[src/rtl/pm_evt_pkg.sv]
package pm_evt_pkg;
  localparam int TMR_BIT = 0;
  localparam int GBL_BIT = 5;
  localparam int PWR_BIT = 8;
  localparam int RTC_BIT = 10;
  localparam logic [15:0] EVT_MASK = 16'h0521;

  localparam int OFS_STS = 'h00;
  localparam int OFS_EN  = 'h02;
  localparam int OFS_CTL = 'h04;
  localparam int OFS_TLO = 'h08;
  localparam int OFS_THI = 'h0A;

  localparam logic [7:0] CFG_BASE_ADDR = 8'h40;
  localparam logic [7:0] CFG_WIN_ADDR  = 8'h80;

  function automatic logic [15:0] sts_next(input logic [15:0] cur,
                                           input logic [15:0] clr,
                                           input logic [15:0] set);
    return (cur & ~clr) | set;
  endfunction

  function automatic logic sci_level(input logic [15:0] sts, input logic [15:0] en);
    return |(sts & en & EVT_MASK);
  endfunction
endpackage

[src/rtl/pm_win_decode.sv]
module pm_win_decode #(
  parameter int ADDR_W = 16,
  parameter int OFS_W  = 6
) (
  input  logic              clk,
  input  logic              rst_n,
  input  logic              cfg_wr,
  input  logic [7:0]        cfg_addr,
  input  logic [31:0]       cfg_wdata,
  input  logic [ADDR_W-1:0] io_addr,
  output logic              win_en,
  output logic              hit,
  output logic [OFS_W-1:0]  ofs
);
  import pm_evt_pkg::*;

  localparam logic [31:0] BASE_MASK = ((32'd1 << ADDR_W) - 32'd1) & ~((32'd1 << OFS_W) - 32'd1);

  logic [31:0] base_q;
  logic        en_q;

  always_ff @(posedge clk or negedge rst_n) begin
    if (!rst_n) begin
      base_q <= '0;
      en_q   <= 1'b0;
    end else if (cfg_wr) begin
      if (cfg_addr == CFG_BASE_ADDR) base_q <= cfg_wdata & BASE_MASK;
      if (cfg_addr == CFG_WIN_ADDR)  en_q   <= cfg_wdata[0];
    end
  end

  assign win_en = en_q;
  assign hit    = en_q && ((32'(io_addr) & BASE_MASK) == base_q);
  assign ofs    = io_addr[OFS_W-1:0];

  p_cfg_hold_r2: assert property (@(posedge clk) disable iff (!rst_n)
    !cfg_wr |=> ($stable(base_q) && $stable(en_q)))
    else $error("p_cfg_hold_r2");
endmodule

[src/rtl/pm_tmr.sv]
module pm_tmr #(
  parameter int TMR_W = 24
) (
  input  logic             clk,
  input  logic             rst_n,
  output logic [TMR_W-1:0] cnt,
  output logic             tmr_evt
);
  localparam int TOP = TMR_W - 1;

  logic [TMR_W-1:0] cnt_q;
  logic             live_q;

  always_ff @(posedge clk or negedge rst_n) begin
    if (!rst_n) begin
      cnt_q  <= '0;
      live_q <= 1'b0;
    end else begin
      cnt_q  <= cnt_q + 1'b1;
      live_q <= 1'b1;
    end
  end

  // Top bit flips on the next edge when every lower bit is one.
  assign tmr_evt = &cnt_q[TOP-1:0];
  assign cnt     = cnt_q;

  p_tmr_step_r8: assert property (@(posedge clk) disable iff (!rst_n)
    live_q |=> (cnt_q == $past(cnt_q) + 1'b1))
    else $error("p_tmr_step_r8");

  p_top_flip_r9: assert property (@(posedge clk) disable iff (!rst_n)
    tmr_evt |=> (cnt_q[TOP] != $past(cnt_q[TOP])))
    else $error("p_top_flip_r9");
endmodule

[src/rtl/pm_evt_regs.sv]
module pm_evt_regs (
  input  logic        clk,
  input  logic        rst_n,
  input  logic [2:0]  evt_in,   // [0] global lock, [1] power button, [2] RTC
  input  logic        tmr_evt,
  input  logic        sts_wr,
  input  logic        en_wr,
  input  logic        ctl_wr,
  input  logic [15:0] wdata,
  output logic [15:0] sts,
  output logic [15:0] en,
  output logic [15:0] ctl,
  output logic        sci
);
  import pm_evt_pkg::*;

  logic [15:0] sts_q, en_q, ctl_q;
  logic [2:0]  prev_q;
  logic [2:0]  rise;
  logic [15:0] set_vec, clr_vec;
  logic        tmr_armed;

  assign rise = evt_in & ~prev_q;

  always_comb begin
    set_vec          = '0;
    set_vec[TMR_BIT] = tmr_evt;
    set_vec[GBL_BIT] = rise[0];
    set_vec[PWR_BIT] = rise[1];
    set_vec[RTC_BIT] = rise[2];
    clr_vec          = sts_wr ? (wdata & EVT_MASK) : 16'h0000;
  end

  always_ff @(posedge clk or negedge rst_n) begin
    if (!rst_n) begin
      sts_q  <= '0;
      en_q   <= '0;
      ctl_q  <= '0;
      prev_q <= '0;
    end else begin
      prev_q <= evt_in;
      sts_q  <= sts_next(sts_q, clr_vec, set_vec);
      if (en_wr)  en_q  <= wdata & EVT_MASK;
      if (ctl_wr) ctl_q <= wdata;
    end
  end

  assign tmr_armed = en_q[TMR_BIT] && !sts_q[TMR_BIT];
  assign sci       = sci_level(sts_q, en_q);
  assign sts       = sts_q;
  assign en        = en_q;
  assign ctl       = ctl_q;

  p_set_wins_r7: assert property (@(posedge clk) disable iff (!rst_n)
    (set_vec != 16'h0) |=> ((sts_q & $past(set_vec)) == $past(set_vec)))
    else $error("p_set_wins_r7");

  p_w1c_r5: assert property (@(posedge clk) disable iff (!rst_n)
    sts_wr |=> ((sts_q & $past(clr_vec & ~set_vec)) == 16'h0))
    else $error("p_w1c_r5");

  p_hold_r5: assert property (@(posedge clk) disable iff (!rst_n)
    (!sts_wr && set_vec == 16'h0) |=> $stable(sts_q))
    else $error("p_hold_r5");

  p_tmr_sts_r9: assert property (@(posedge clk) disable iff (!rst_n)
    tmr_evt |=> sts_q[TMR_BIT])
    else $error("p_tmr_sts_r9");

  p_tmr_arm_r10: assert property (@(posedge clk) disable iff (!rst_n)
    (tmr_armed && tmr_evt) |=> sci)
    else $error("p_tmr_arm_r10");
endmodule

[src/rtl/pm_evt_sci_top.sv]
module pm_evt_sci_top #(
  parameter int ADDR_W    = 16,
  parameter int WIN_BYTES = 64,
  parameter int TMR_W     = 24
) (
  input  logic              clk,
  input  logic              rst_n,
  input  logic              cfg_wr,
  input  logic [7:0]        cfg_addr,
  input  logic [31:0]       cfg_wdata,
  input  logic [ADDR_W-1:0] io_addr,
  input  logic              io_wr,
  input  logic              io_rd,
  input  logic [15:0]       io_wdata,
  output logic [15:0]       io_rdata,
  input  logic              evt_rtc,
  input  logic              evt_pwrbtn,
  input  logic              evt_glbl,
  output logic              sci
);
  import pm_evt_pkg::*;

  localparam int OFS_W = $clog2(WIN_BYTES);

  logic             win_en, hit;
  logic [OFS_W-1:0] ofs;
  logic [TMR_W-1:0] tcnt;
  logic             tmr_evt;
  logic [15:0]      sts, en, ctl;
  logic [31:0]      tmr_ext;
  logic             wr_hit;

  pm_win_decode #(.ADDR_W(ADDR_W), .OFS_W(OFS_W)) u_dec (
    .clk(clk), .rst_n(rst_n), .cfg_wr(cfg_wr), .cfg_addr(cfg_addr),
    .cfg_wdata(cfg_wdata), .io_addr(io_addr), .win_en(win_en), .hit(hit), .ofs(ofs)
  );

  pm_tmr #(.TMR_W(TMR_W)) u_tmr (
    .clk(clk), .rst_n(rst_n), .cnt(tcnt), .tmr_evt(tmr_evt)
  );

  assign wr_hit = io_wr && hit;

  pm_evt_regs u_regs (
    .clk(clk), .rst_n(rst_n),
    .evt_in({evt_rtc, evt_pwrbtn, evt_glbl}),
    .tmr_evt(tmr_evt),
    .sts_wr(wr_hit && ofs == OFS_W'(OFS_STS)),
    .en_wr (wr_hit && ofs == OFS_W'(OFS_EN)),
    .ctl_wr(wr_hit && ofs == OFS_W'(OFS_CTL)),
    .wdata(io_wdata),
    .sts(sts), .en(en), .ctl(ctl), .sci(sci)
  );

  assign tmr_ext = 32'(tcnt);

  always_comb begin
    io_rdata = '0;
    if (io_rd && hit) begin
      if (ofs == OFS_W'(OFS_STS))      io_rdata = sts;
      else if (ofs == OFS_W'(OFS_EN))  io_rdata = en;
      else if (ofs == OFS_W'(OFS_CTL)) io_rdata = ctl;
      else if (ofs == OFS_W'(OFS_TLO)) io_rdata = tmr_ext[15:0];
      else if (ofs == OFS_W'(OFS_THI)) io_rdata = tmr_ext[31:16];
    end
  end

  p_win_r2: assert property (@(posedge clk) disable iff (!rst_n)
    !win_en |-> (io_rdata == 16'h0))
    else $error("p_win_r2");

  p_noread_r3: assert property (@(posedge clk) disable iff (!rst_n)
    !io_rd |-> (io_rdata == 16'h0))
    else $error("p_noread_r3");
endmodule

[config.mk]
export PLATFORM = sky130hd
export DESIGN_NAME = pm_evt_sci_top
export DESIGN_NICKNAME = d
export VERILOG_FILES = /design/src/rtl/pm_evt_pkg.sv /design/src/rtl/pm_win_decode.sv /design/src/rtl/pm_tmr.sv /design/src/rtl/pm_evt_regs.sv /design/src/rtl/pm_evt_sci_top.sv
export SDC_FILE = /design/constraint.sdc
export NUM_CORES = 1
export LEC_CHECK = 0
export BUFFER_PORTS_ARGS = -buffer_cell sky130_fd_sc_hd__clkbuf_2
export CAP_MARGIN = 20
export CORE_MARGIN = 2
export CORE_UTILIZATION = 35
export DETAILED_ROUTE_END_ITERATION = 10
export PLACE_DENSITY = 0.68
export SETUP_SLACK_MARGIN = 0.1
export SLEW_MARGIN = 20
export SYNTH_ARGS = -nofsm -noshare
export SYNTH_HDL_FRONTEND = slang
export SYNTH_SLANG_ARGS = --single-unit
[constraint.sdc]
create_clock -name clk -period 2.94 [get_ports clk]
set_input_delay 0.147 -clock clk [delete_from_list [all_inputs] [get_ports clk]]
set_output_delay 0.147 -clock clk [all_outputs]
set_load 0.005 [all_outputs]
== Word level (Yosys, flattened, before mapping) ==
Index checks and enable logic that the tools add are counted.

* Reductions and logical operators: 11
* $add $sub $neg: 1
* Equality and inequality tests: 7
* Bitwise gates (word level): 6
* Mux-type cells: 7

{| class="wikitable"
|+ Operators by type and width
! operator !! number
|-
| $mux W16 || 5
|-
| $add A24 B1 Y24 const B || 1
|-
| $reduce_and A23 Y1 || 1
|-
| $and A16 B16 Y16 || 1
|-
| $not A16 Y16 || 1
|-
| $or A16 B11 Y16 || 1
|-
| $eq A6 B4 Y1 const B || 2
|-
| $and A11 B11 Y11 || 1
|-
| $mux W11 || 1
|-
| $eq A10 B10 Y1 || 1
|-
| $eq A8 B7 Y1 const B || 1
|-
| $eq A8 B8 Y1 const B || 1
|-
| $mux W8 || 1
|-
| $eq A6 B2 Y1 const B || 1
|-
| $eq A6 B3 Y1 const B || 1
|-
| $logic_and A1 B1 Y1 || 6
|-
| $logic_not A6 Y1 || 1
|-
| $reduce_and A2 Y1 || 2
|-
| $reduce_or A4 Y1 || 1
|-
| $and A3 B3 Y3 || 1
|-
| $not A3 Y3 || 1
|}

* Register bits after elaboration: 74
* Output and inout port bits: 17

== Logic depth before layout (Yosys ltp) ==
Gate-level depths: netlist of run 1.

* Word-level depth: 8
* Mapped depth: 7
* Gate-level depth less buffers: 5

== Hierarchy ==
From an unflattened synthesis of run 1, not the netlist that was laid out.

* Cells, all modules: 324
* Area total of the unflattened synthesis: 3527.1 um^2

{| class="wikitable"
|+ By module, submodules not included
! module !! times used !! cells an instance !! area each (um^2)
|-
| pm_evt_regs || 1 || 88 || 1232.4
|-
| pm_tmr || 1 || 91 || 1043.5
|-
| pm_win_decode || 1 || 47 || 649.4
|-
| pm_evt_sci_top || 1 || 98 || 601.8
|}

== Worst setup path after synthesis of run 1 ==
Ideal clock, no wire load.

* Path type: reg2reg
* From: register u_dec.base_q[9]
* To: register u_regs.ctl_q[10], in the netlist u_regs.ctl[10]
* Library setup time: 0.125 ns
* Data arrival time: 1.819 ns
* Slack: 0.996 ns
* Period minus slack after synthesis: 1.944 ns
* Stages on the path, launching flop included: 8
* Required time: 2.815 ns
* Path through: dfrtp_1 -> xnor2_1 -> nand4_1 -> nor4_1 -> and3_1 -> buf_4 -> buf_4 -> mux2_2

* Cells in the longest elaborated chain, start to end: 4

{| class="wikitable"
|+ Ends and longest elaborated chain
! element !! line !! source
|-
| start, declared || pm_win_decode.sv:19 || <nowiki>logic [31:0] base_q;</nowiki>
|-
| start signal, assigned || pm_win_decode.sv:27 || <nowiki>if (cfg_addr == CFG_BASE_ADDR) base_q <= cfg_wdata & BASE_MASK;</nowiki>
|-
| $eq A10 B10 Y1 || pm_win_decode.sv:33 || <nowiki>assign hit = en_q && ((32'(io_addr) & BASE_MASK) == base_q);</nowiki>
|-
| $logic_and A1 B1 Y1 || pm_win_decode.sv:33 ||
|-
| $logic_and A1 B1 Y1 || pm_evt_sci_top.sv:42 || <nowiki>assign wr_hit = io_wr && hit;</nowiki>
|-
| $logic_and A1 B1 Y1 || pm_evt_sci_top.sv:50 || <nowiki>.ctl_wr(wr_hit && ofs == OFS_W'(OFS_CTL)),</nowiki>
|-
| end signal, assigned || pm_evt_regs.sv:44 || <nowiki>if (ctl_wr) ctl_q <= wdata;</nowiki>
|-
| end, declared || pm_evt_regs.sv:17 || <nowiki>logic [15:0] sts_q, en_q, ctl_q;</nowiki>
|}

No other way between the ends.
A chain may end at the register's enable or synchronous reset.

== Worst setup path after layout of run 1 ==
* From: register u_dec.base_q[9]
* To: output port io_rdata[11]

* Cells in the longest elaborated chain, start to end: 4

{| class="wikitable"
|+ Ends and longest elaborated chain
! element !! line !! source
|-
| $eq A10 B10 Y1 || pm_win_decode.sv:33 ||
|-
| $logic_and A1 B1 Y1 || pm_win_decode.sv:33 ||
|-
| $logic_and A1 B1 Y1 || pm_evt_sci_top.sv:59 || <nowiki>if (io_rd && hit) begin</nowiki>
|-
| $mux W16 || pm_evt_sci_top.sv:59 ||
|-
| end, declared || pm_evt_sci_top.sv:15 || <nowiki>output logic [15:0] io_rdata,</nowiki>
|}

No other way between the ends.

==> qor.yml, run 1 <==
outcome:
  run_status: "finished clean"
power:
  swShare: 0.2236
  clockPowerShare: 0.458
  leakage_nw: 1.805
  switchingPower_w: 0.0004022
  irDropWorstVdd_mv: 0.2955
  p_per_area_nw_per_um2: 475.1
  p_seq_frac: 0.482
  intPower_w: 0.001396
  combPwrFrac: 0.059
clock_network:
  post_cts_buffers: 0
  cts_sinks: 62
  clock-root-buffer: "clkbuf_8"
  clk_pin_slew_ns: 0.08
  cts-buffers-inserted: 9
  cts_tree: "done"
  htreeDepth: 3
  clock_path_buffers: 2
  clkLatencyLatePin_ns: 0.34
floorplan:
  die-area_sq_um: 9407
  die_y_um: 96.99
  ios: 97
  initial_core_util: 0.3647
  die_w_um: 96.99
  core_sq_um: 8299
  num_rows: 33
placed_design:
  place_area_sq_um: 3523
  io_buffers: 75
  hpwl_um: 4991
  dp_slack_ns: 0.6433
  gp_congestion: 0.7784
worst_setup_path:
  worstPathMaxFanout: 12
  worstPathRequired_ns: 2.79
  rrSetupSlack_ns: 0.65
  startpoint_type: "flop"
  r2r-end: "u_regs.ctl[5]$_DFFE_PN0P_"
  ff2ff_path_depth: 6
  reg2reg_from: "u_dec.base_q[9]$_DFFE_PN0P_"
  cp-end-kind: "output port"
  worst-setup-path-type: "reg -> out"
  critical_path_arrival_ns: 2.31
global_route:
  grt_pass1_wl_um: 11100
  grt_max_degree: 39
  track_usage: 0.1463
  first_global_vias: 2448
  antenna_found_initial: 0
  grt_overflow: 0
synthesis:
  synth_fa_ha_area_frac: 0.004134
  synth_area_leaders: "dfrtp_1 51%, mux2_2 12%, xnor2_1 8.4%"
  avgSynthCellArea_sq_um: 11.21
  ys_async_sr_fraction: 1.000
  synth-warning-count: 0
  synth_most_common_cell: "dfrtp_1"
  synth_cell_types: 34
  netlist_area_sq_um: 3027
  synth-edff-count: 0
  synth_flop_cell: "dfrtp_1"
  synth.area.mux_share: 0.1418
  yosys.area_share.simple: 0.1600
  synth_top_area_share: 0.5126
  synth_seq_cells: 62
  synth_commonest_cells: "62 x dfrtp_1, 31 x mux2_2, 29 x xnor2_1, 28 x nor2_1, 15 x nand2_1"
  synth_compound_area_frac: 0.06449
  synthXorXnorAreaFrac: 0.09260
  syn_nets: 351
  synth_top_family_by_area: "simple AND/OR/NAND/NOR gates"
  syn-instance-count: 270
  ys_seq_area_frac: 0.5126
  synth_top_area_cell: "dfrtp_1"
route:
  ant_nets: 0
  drtPass1Iterations: 4
  post_drt_wl_per_cell_um: 14.06
  vias_per_cell: 4.959
  drt_iter0_drc: 78
  wirelength_um: 6536
  dr_total_vias: 2306
  drc: 0
worst_hold_path:
  hold_start: "io_wdata[9]"
  min_path_cells: 2
  hp-class: "in -> reg"
  hold_end: "u_regs.ctl[9]$_DFFE_PN0P_"
sta:
  min_period_ns: 2.453
  finalSetupViolations: 0
  skew_ns: 0.009301
  hold_slack_ns: 0.03204
  max_freq_mhz: 407.6
  slew_headroom: 0.3634
  finalCritPeriodShare: 0.8345
  rsz0062_at_grt: "no"
  finalMaxSlewViolations: 0
  finalHoldViolations: 0
  setup_tns_ns: 0
  layout_setup_ws_ns: 0.4867
  tightest_slew_ns: 0.9549
cells_and_area:
  area_growth_pct: 25.05
  stdcell_area_sq_um: 3785
  num_antenna_cells: 0
  post-route-util: 0.4561
  fillerInstances: 771
  nets: 436
  drive_above_1_share: 0.3667
flow_run:
  maxCapViolCount: 0
[cell type report]
class	instances	area, sq um	share of cell area
Timing Repair Buffer	84	452.9	0.1197
Inverter	7	26.28	0.006942
Clock buffer	9	123.9	0.03273
Sequential cell	62	1551	0.4099
Clock inverter	7	97.59	0.02579
Tap cell	105	131.4	0.03471
Multi-Input combinational cell	191	1401	0.3702
[metal layers]
layer / routed length [um] / part of all wire / track usage
met5: 0 / 0 / 0
met2: 3294 / 0.50 / 0.2500
met4: 108 / 0.017 / 0.05742
met3: 397 / 0.061 / 0.04913
met1: 2736 / 0.42 / 0.1690
[worst max-delay path by stage]
stage | from | endpoint | slack [ns] | cells after the start
CTS | u_dec.base_q[9]$_DFFE_PN0P_ | io_rdata[11] | 0.42 | 7
detailed placement | u_dec.base_q[9]$_DFFE_PN0P_ | u_regs.ctl[14]$_DFFE_PN0P_ | 0.64 | 6
global placement | u_dec.base_q[9]$_DFFE_PN0P_ | u_regs.ctl[14]$_DFFE_PN0P_ | 0.67 | 6
floorplan | u_dec.base_q[9]$_DFFE_PN0P_ | u_regs.ctl[10]$_DFFE_PN0P_ | 1.0 | 7
finish | u_dec.base_q[9]$_DFFE_PN0P_ | io_rdata[11] | 0.49 | 7
global route | u_dec.base_q[6]$_DFFE_PN0P_ | io_rdata[11] | 0.24 | 7
[power groups by stage]
| stage | Clock (W) | Sequential (W) | Combinational (W) |
|---|---|---|---|
| 3_5_place_dp | 0 | 0.000884 | 0.000105 |
| 6_report | 0.000824 | 0.000867 | 0.000107 |
| 4_1_cts | 0.000847 | 0.000867 | 0.000109 |
| 2_1_floorplan | 0 | 0.000883 | 0.0000388 |
| 5_1_grt | 0.000894 | 0.000868 | 0.000120 |
| 3_3_place_gp | 0 | 0.000883 | 0.000103 |
[logic make-up (layout without fill, tap and decap cells)]
logic type                 Yosys count  after routing
muxes                               39             39
and+or+nand+nor                     89             89
xor gates and xnor gates            32             32
buffers and inverters               17            107
adders and majority gates            1              1
DFF                                 62             62
AOI/OAI and AO/OA                   30             30
[worst max-delay path, stage by stage, from the launching register on]
cell and delay (ns):
dfrtp_1 0.38, xnor2_1 0.16, nand4_1 0.23, nor4_1 0.32, buf_4 0.17, nand2_1 0.32
nor2_1 0.24, clkbuf_2 0.14
[placed cells by master (no fill, tap or decap), types with 5 or more instances in the layout]
master,n
nand3_1,14
and3_1,8
buf_4,5
mux2i_1,8
dfrtp_1,62
nor2_1,28
a22oi_1,8
a21oi_1,10
inv_1,7
nand2_1,15
mux2_2,31
clkbuf_8,9
xnor2_1,29
clkbuf_2,75
[per-stage QoR]
stage / cells / total power (W)
CTS: 465 / 0.001824
finish: 465 / 0.001798
detailed placement: 445 / 0.0009890
global placement: 445 / 0.0009862
floorplan: 270 / 0.0009215
global route: 465 / 0.001881
[registers in the layout, indices dropped and copies added, names as in the netlist]
register / count
u_regs.sts: 4
u_dec.win_en: 1
u_regs.prev_q: 3
u_regs.ctl: 16
u_regs.en: 4
u_dec.base_q: 10
u_tmr.cnt: 24
[repair_timing]
| action | 4_1_cts | 5_1_grt |
|---|---|---|
| hold endpoints to repair | 40 | 0 |
| gates resized for setup | 0 | 0 |
| hold buffers | 4 | 0 |
Power figures use the tool's default switching activity.
==> inputs of run 2 (changes only) <==
--- a/config.mk
+++ b/config.mk
@@ -10,7 +10,7 @@
 export CORE_MARGIN = 2
 export CORE_UTILIZATION = 35
 export DETAILED_ROUTE_END_ITERATION = 10
-export PLACE_DENSITY = 0.68
+export PLACE_DENSITY = 0.7
 export SETUP_SLACK_MARGIN = 0.1
 export SLEW_MARGIN = 20
 export SYNTH_ARGS = -nofsm -noshare
==> constraint.sdc (replaced) <==
create_clock -name clk -period 2.2 [get_ports clk]
set_input_delay 0.11 -clock clk [delete_from_list [all_inputs] [get_ports clk]]
set_output_delay 0.11 -clock clk [all_outputs]
set_load 0.005 [all_outputs]
==> run 2 against run 1 <==
Against the previous run: routed wire length up 8.3%; combinational power up 75%; first-iteration DRC count up 51%; sequential cell count unchanged; count of clock-buffer cells in the layout up 2; utilization up 4.6 points; via count up 6.2%; worst hold slack worse by 0.015 ns; highest routed layer unchanged; largest cell class unchanged.
==> qor.yml, run 2 (same netlist as run 1, synthesis figures left out) <==
worst_setup_path:
  crit_family: "simple AND/OR/NAND/NOR gates"
  worst-setup-path-type: "reg -> out"
  path_cells: "xnor2_1, nand4_1, nor4_4, buf_4, o21ai_2, nor2_1, buf_2"
  worstPathMaxFanout: 4  # -8
  worstPathRequired_ns: 2.09  # -0.70 ns
  slowest_delay_ns: 0.39  # about the same
  cp-end-kind: "output port"
  critical_path_arrival_ns: 1.98  # -0.33 ns
  crit_slowest_cell: "dfrtp_1"
  startpoint_type: "flop"
  path_buf_inv: 2  # unchanged
power:
  irDropWorstVdd_mv: 0.4473  # +51%
  clockPowerShare: 0.426  # -0.032
  p_seq_frac: 0.494  # +0.012
  swShare: 0.2287  # +0.005037
  intPower_w: 0.001811  # +30%
  p_total_w: 0.002347  # +31%
  leakage_nw: 1.950  # +8.0%
  p_per_area_nw_per_um2: 563.7  # +19%
  switchingPower_w: 0.0005368  # +33%
  combPwrFrac: 0.080  # +0.021
flow_run:
  maxCapViolCount: 0  # unchanged
cells_and_area:
  nets: 463  # +6.2%
  largest_reg_flops: 24  # unchanged
  stdcell_area_sq_um: 4164  # +10%
  num_antenna_cells: 0  # unchanged
  final_cell_mix: "70 x clkbuf_2, 62 x dfrtp_1, 31 x mux2_2"
  fillerInstances: 703  # -8.8%
  layout_commonest_cell: "clkbuf_2"
  area_growth_pct: 37.58
  drive_above_1_share: 0.4160  # +0.04935
clock_network:
  cts_sinks: 62  # unchanged
  clk_pin_slew_ns: 0.07  # about the same
  htreeDepth: 3  # unchanged
  cts_tree: "done"
  cts-buffers-inserted: 9  # unchanged
  clock_path_buffers: 2  # unchanged
  clock-root-buffer: "clkbuf_8"
  clkLatencyLatePin_ns: 0.35  # about the same
placed_design:
  hpwl_um: 5091  # +2.0%
  gp_congestion: 0.8044  # +3.3%
  io_buffers: 75  # unchanged
  place_area_sq_um: 3586  # +1.8%
sta:
  skew_ns: 0.01317  # +0.003871 ns
  max_freq_mhz: 478.1
  finalHoldViolations: 0  # unchanged
  finalMaxSlewViolations: 0  # unchanged
  setup_tns_ns: 0  # unchanged
  rsz0062_at_grt: "yes"
  tightest_slew_ns: 0.6560  # -0.2989 ns
  finalCritPeriodShare: 0.9507
  finalSetupViolations: 0  # unchanged
  min_period_ns: 2.091
  hold_slack_ns: 0.01686  # -0.01518 ns
  slew_headroom: 0.5610  # +0.1977
route:
  post_drt_wl_per_cell_um: 14.39  # +2.4%
  drt_iter0_drc: 118  # +51%
  dr_total_vias: 2450  # +6.2%
  ant_nets: 0  # unchanged
  drtPass1Iterations: 4  # unchanged
  vias_per_cell: 4.980  # +0.41%
  wirelength_um: 7081  # +8.3%
  drc: 0  # unchanged
global_route:
  track_usage: 0.1622  # +0.01587
  grt_max_degree: 40  # +2.6%
  grt_overflow: 0  # unchanged
  antenna_found_initial: 0  # unchanged
  grt_pass1_wl_um: 12120  # +9.1%
  first_global_vias: 2555  # +4.4%
floorplan:
  ios: 97  # unchanged
  initial_core_util: 0.3647  # unchanged
  num_rows: 33  # unchanged
  core_sq_um: 8299  # unchanged
  die-area_sq_um: 9407  # unchanged
  die_w_um: 96.99  # unchanged
  die_y_um: 96.99  # unchanged
outcome:
  run_status: "finished clean"
worst_hold_path:
  hp-class: "in -> reg"
## run 2: cell types whose count changed in the layout (fill, tap and decap cells not counted), moves of 5 or more
| cell | before | now |
|---|---|---|
| buf_4 | 5 | 10 |
| clkbuf_2 | 75 | 70 |
| dlygate4sd3_1 | 4 | 23 |
| nor2_1 | 28 | 18 |
| nor2_2 | 0 | 8 |
## run 2: power groups by stage
stage | clock [W] | sequential [W] | combinational [W]
2_1_floorplan | 0 | 0.00118 | 0.0000519
3_3_place_gp | 0 | 0.00118 | 0.000142
3_5_place_dp | 0 | 0.00118 | 0.000147
4_1_cts | 0.00103 | 0.00116 | 0.000182
5_1_grt | 0.00108 | 0.00116 | 0.000208
6_report | 0.00100 | 0.00116 | 0.000187
## run 2: repair_timing
action / CTS / global route
pin swaps: 16 / 5
buffers inserted: 1 / 1
endpoints found under the hold margin: 47 / 0
hold buffers: 23 / 0
gates resized for setup: 15 / 23
cloned: 1 / 0
setup endpoints to repair: 16 / 36
## run 2: final timing paths
kind | startpoint | end | slack, ns | cells past startpoint
hold reg to reg | u_tmr.cnt[5]$_DFF_PN0_ | u_tmr.cnt[5]$_DFF_PN0_ | 0.50 | 1
max in group asynchronous | rst_n | u_tmr.cnt[18]$_DFF_PN0_ | 1.26 | 3
hold / removal | cfg_wdata[15] | u_dec.base_q[15]$_DFFE_PN0P_ | 0.02 | 2
setup reg to reg | u_dec.base_q[6]$_DFFE_PN0P_ | u_regs.ctl[5]$_DFFE_PN0P_ | 0.19 | 7
setup / recovery | u_dec.base_q[6]$_DFFE_PN0P_ | io_rdata[0] | 0.11 | 7
min in group asynchronous | rst_n | u_regs.prev_q[2]$_DFF_PN0_ | 0.31 | 2
## run 2: final cells by class
class / count / area, sq um / area share
sequential: 62 / 1551 / 0.3726
inverter: 7 / 26.28 / 0.006310
tap: 105 / 131.4 / 0.03155
multi-input combinational: 192 / 1528 / 0.3669
timing repair buffer: 110 / 726.9 / 0.1746
clock inverter: 5 / 58.81 / 0.01412
clock buffer: 11 / 141.4 / 0.03395
## run 2: per-stage QoR
stage | setup slack (ns) | utilization | instances
floorplan | 0.2560 | - | 270
global placement | 0.2016 | 0.4321 | 450
detailed placement | 0.1789 | 0.4321 | 450
CTS | 0.06261 | 0.4912 | 491
global route | -0.03272 | 0.5017 | 492
finish | 0.1086 | 0.5017 | 492
## run 2: layer usage
metal | up-vias | part of all wire | track usage | wire [um]
met5 | - | 0 | 0 | 0
met4 | 0 | 0.018 | 0.06609 | 130
met3 | 9 | 0.046 | 0.03829 | 328
met2 | 61 | 0.50 | 0.2671 | 3510
met1 | 1198 | 0.44 | 0.2053 | 3111
li1 | 1182 | - | - | -
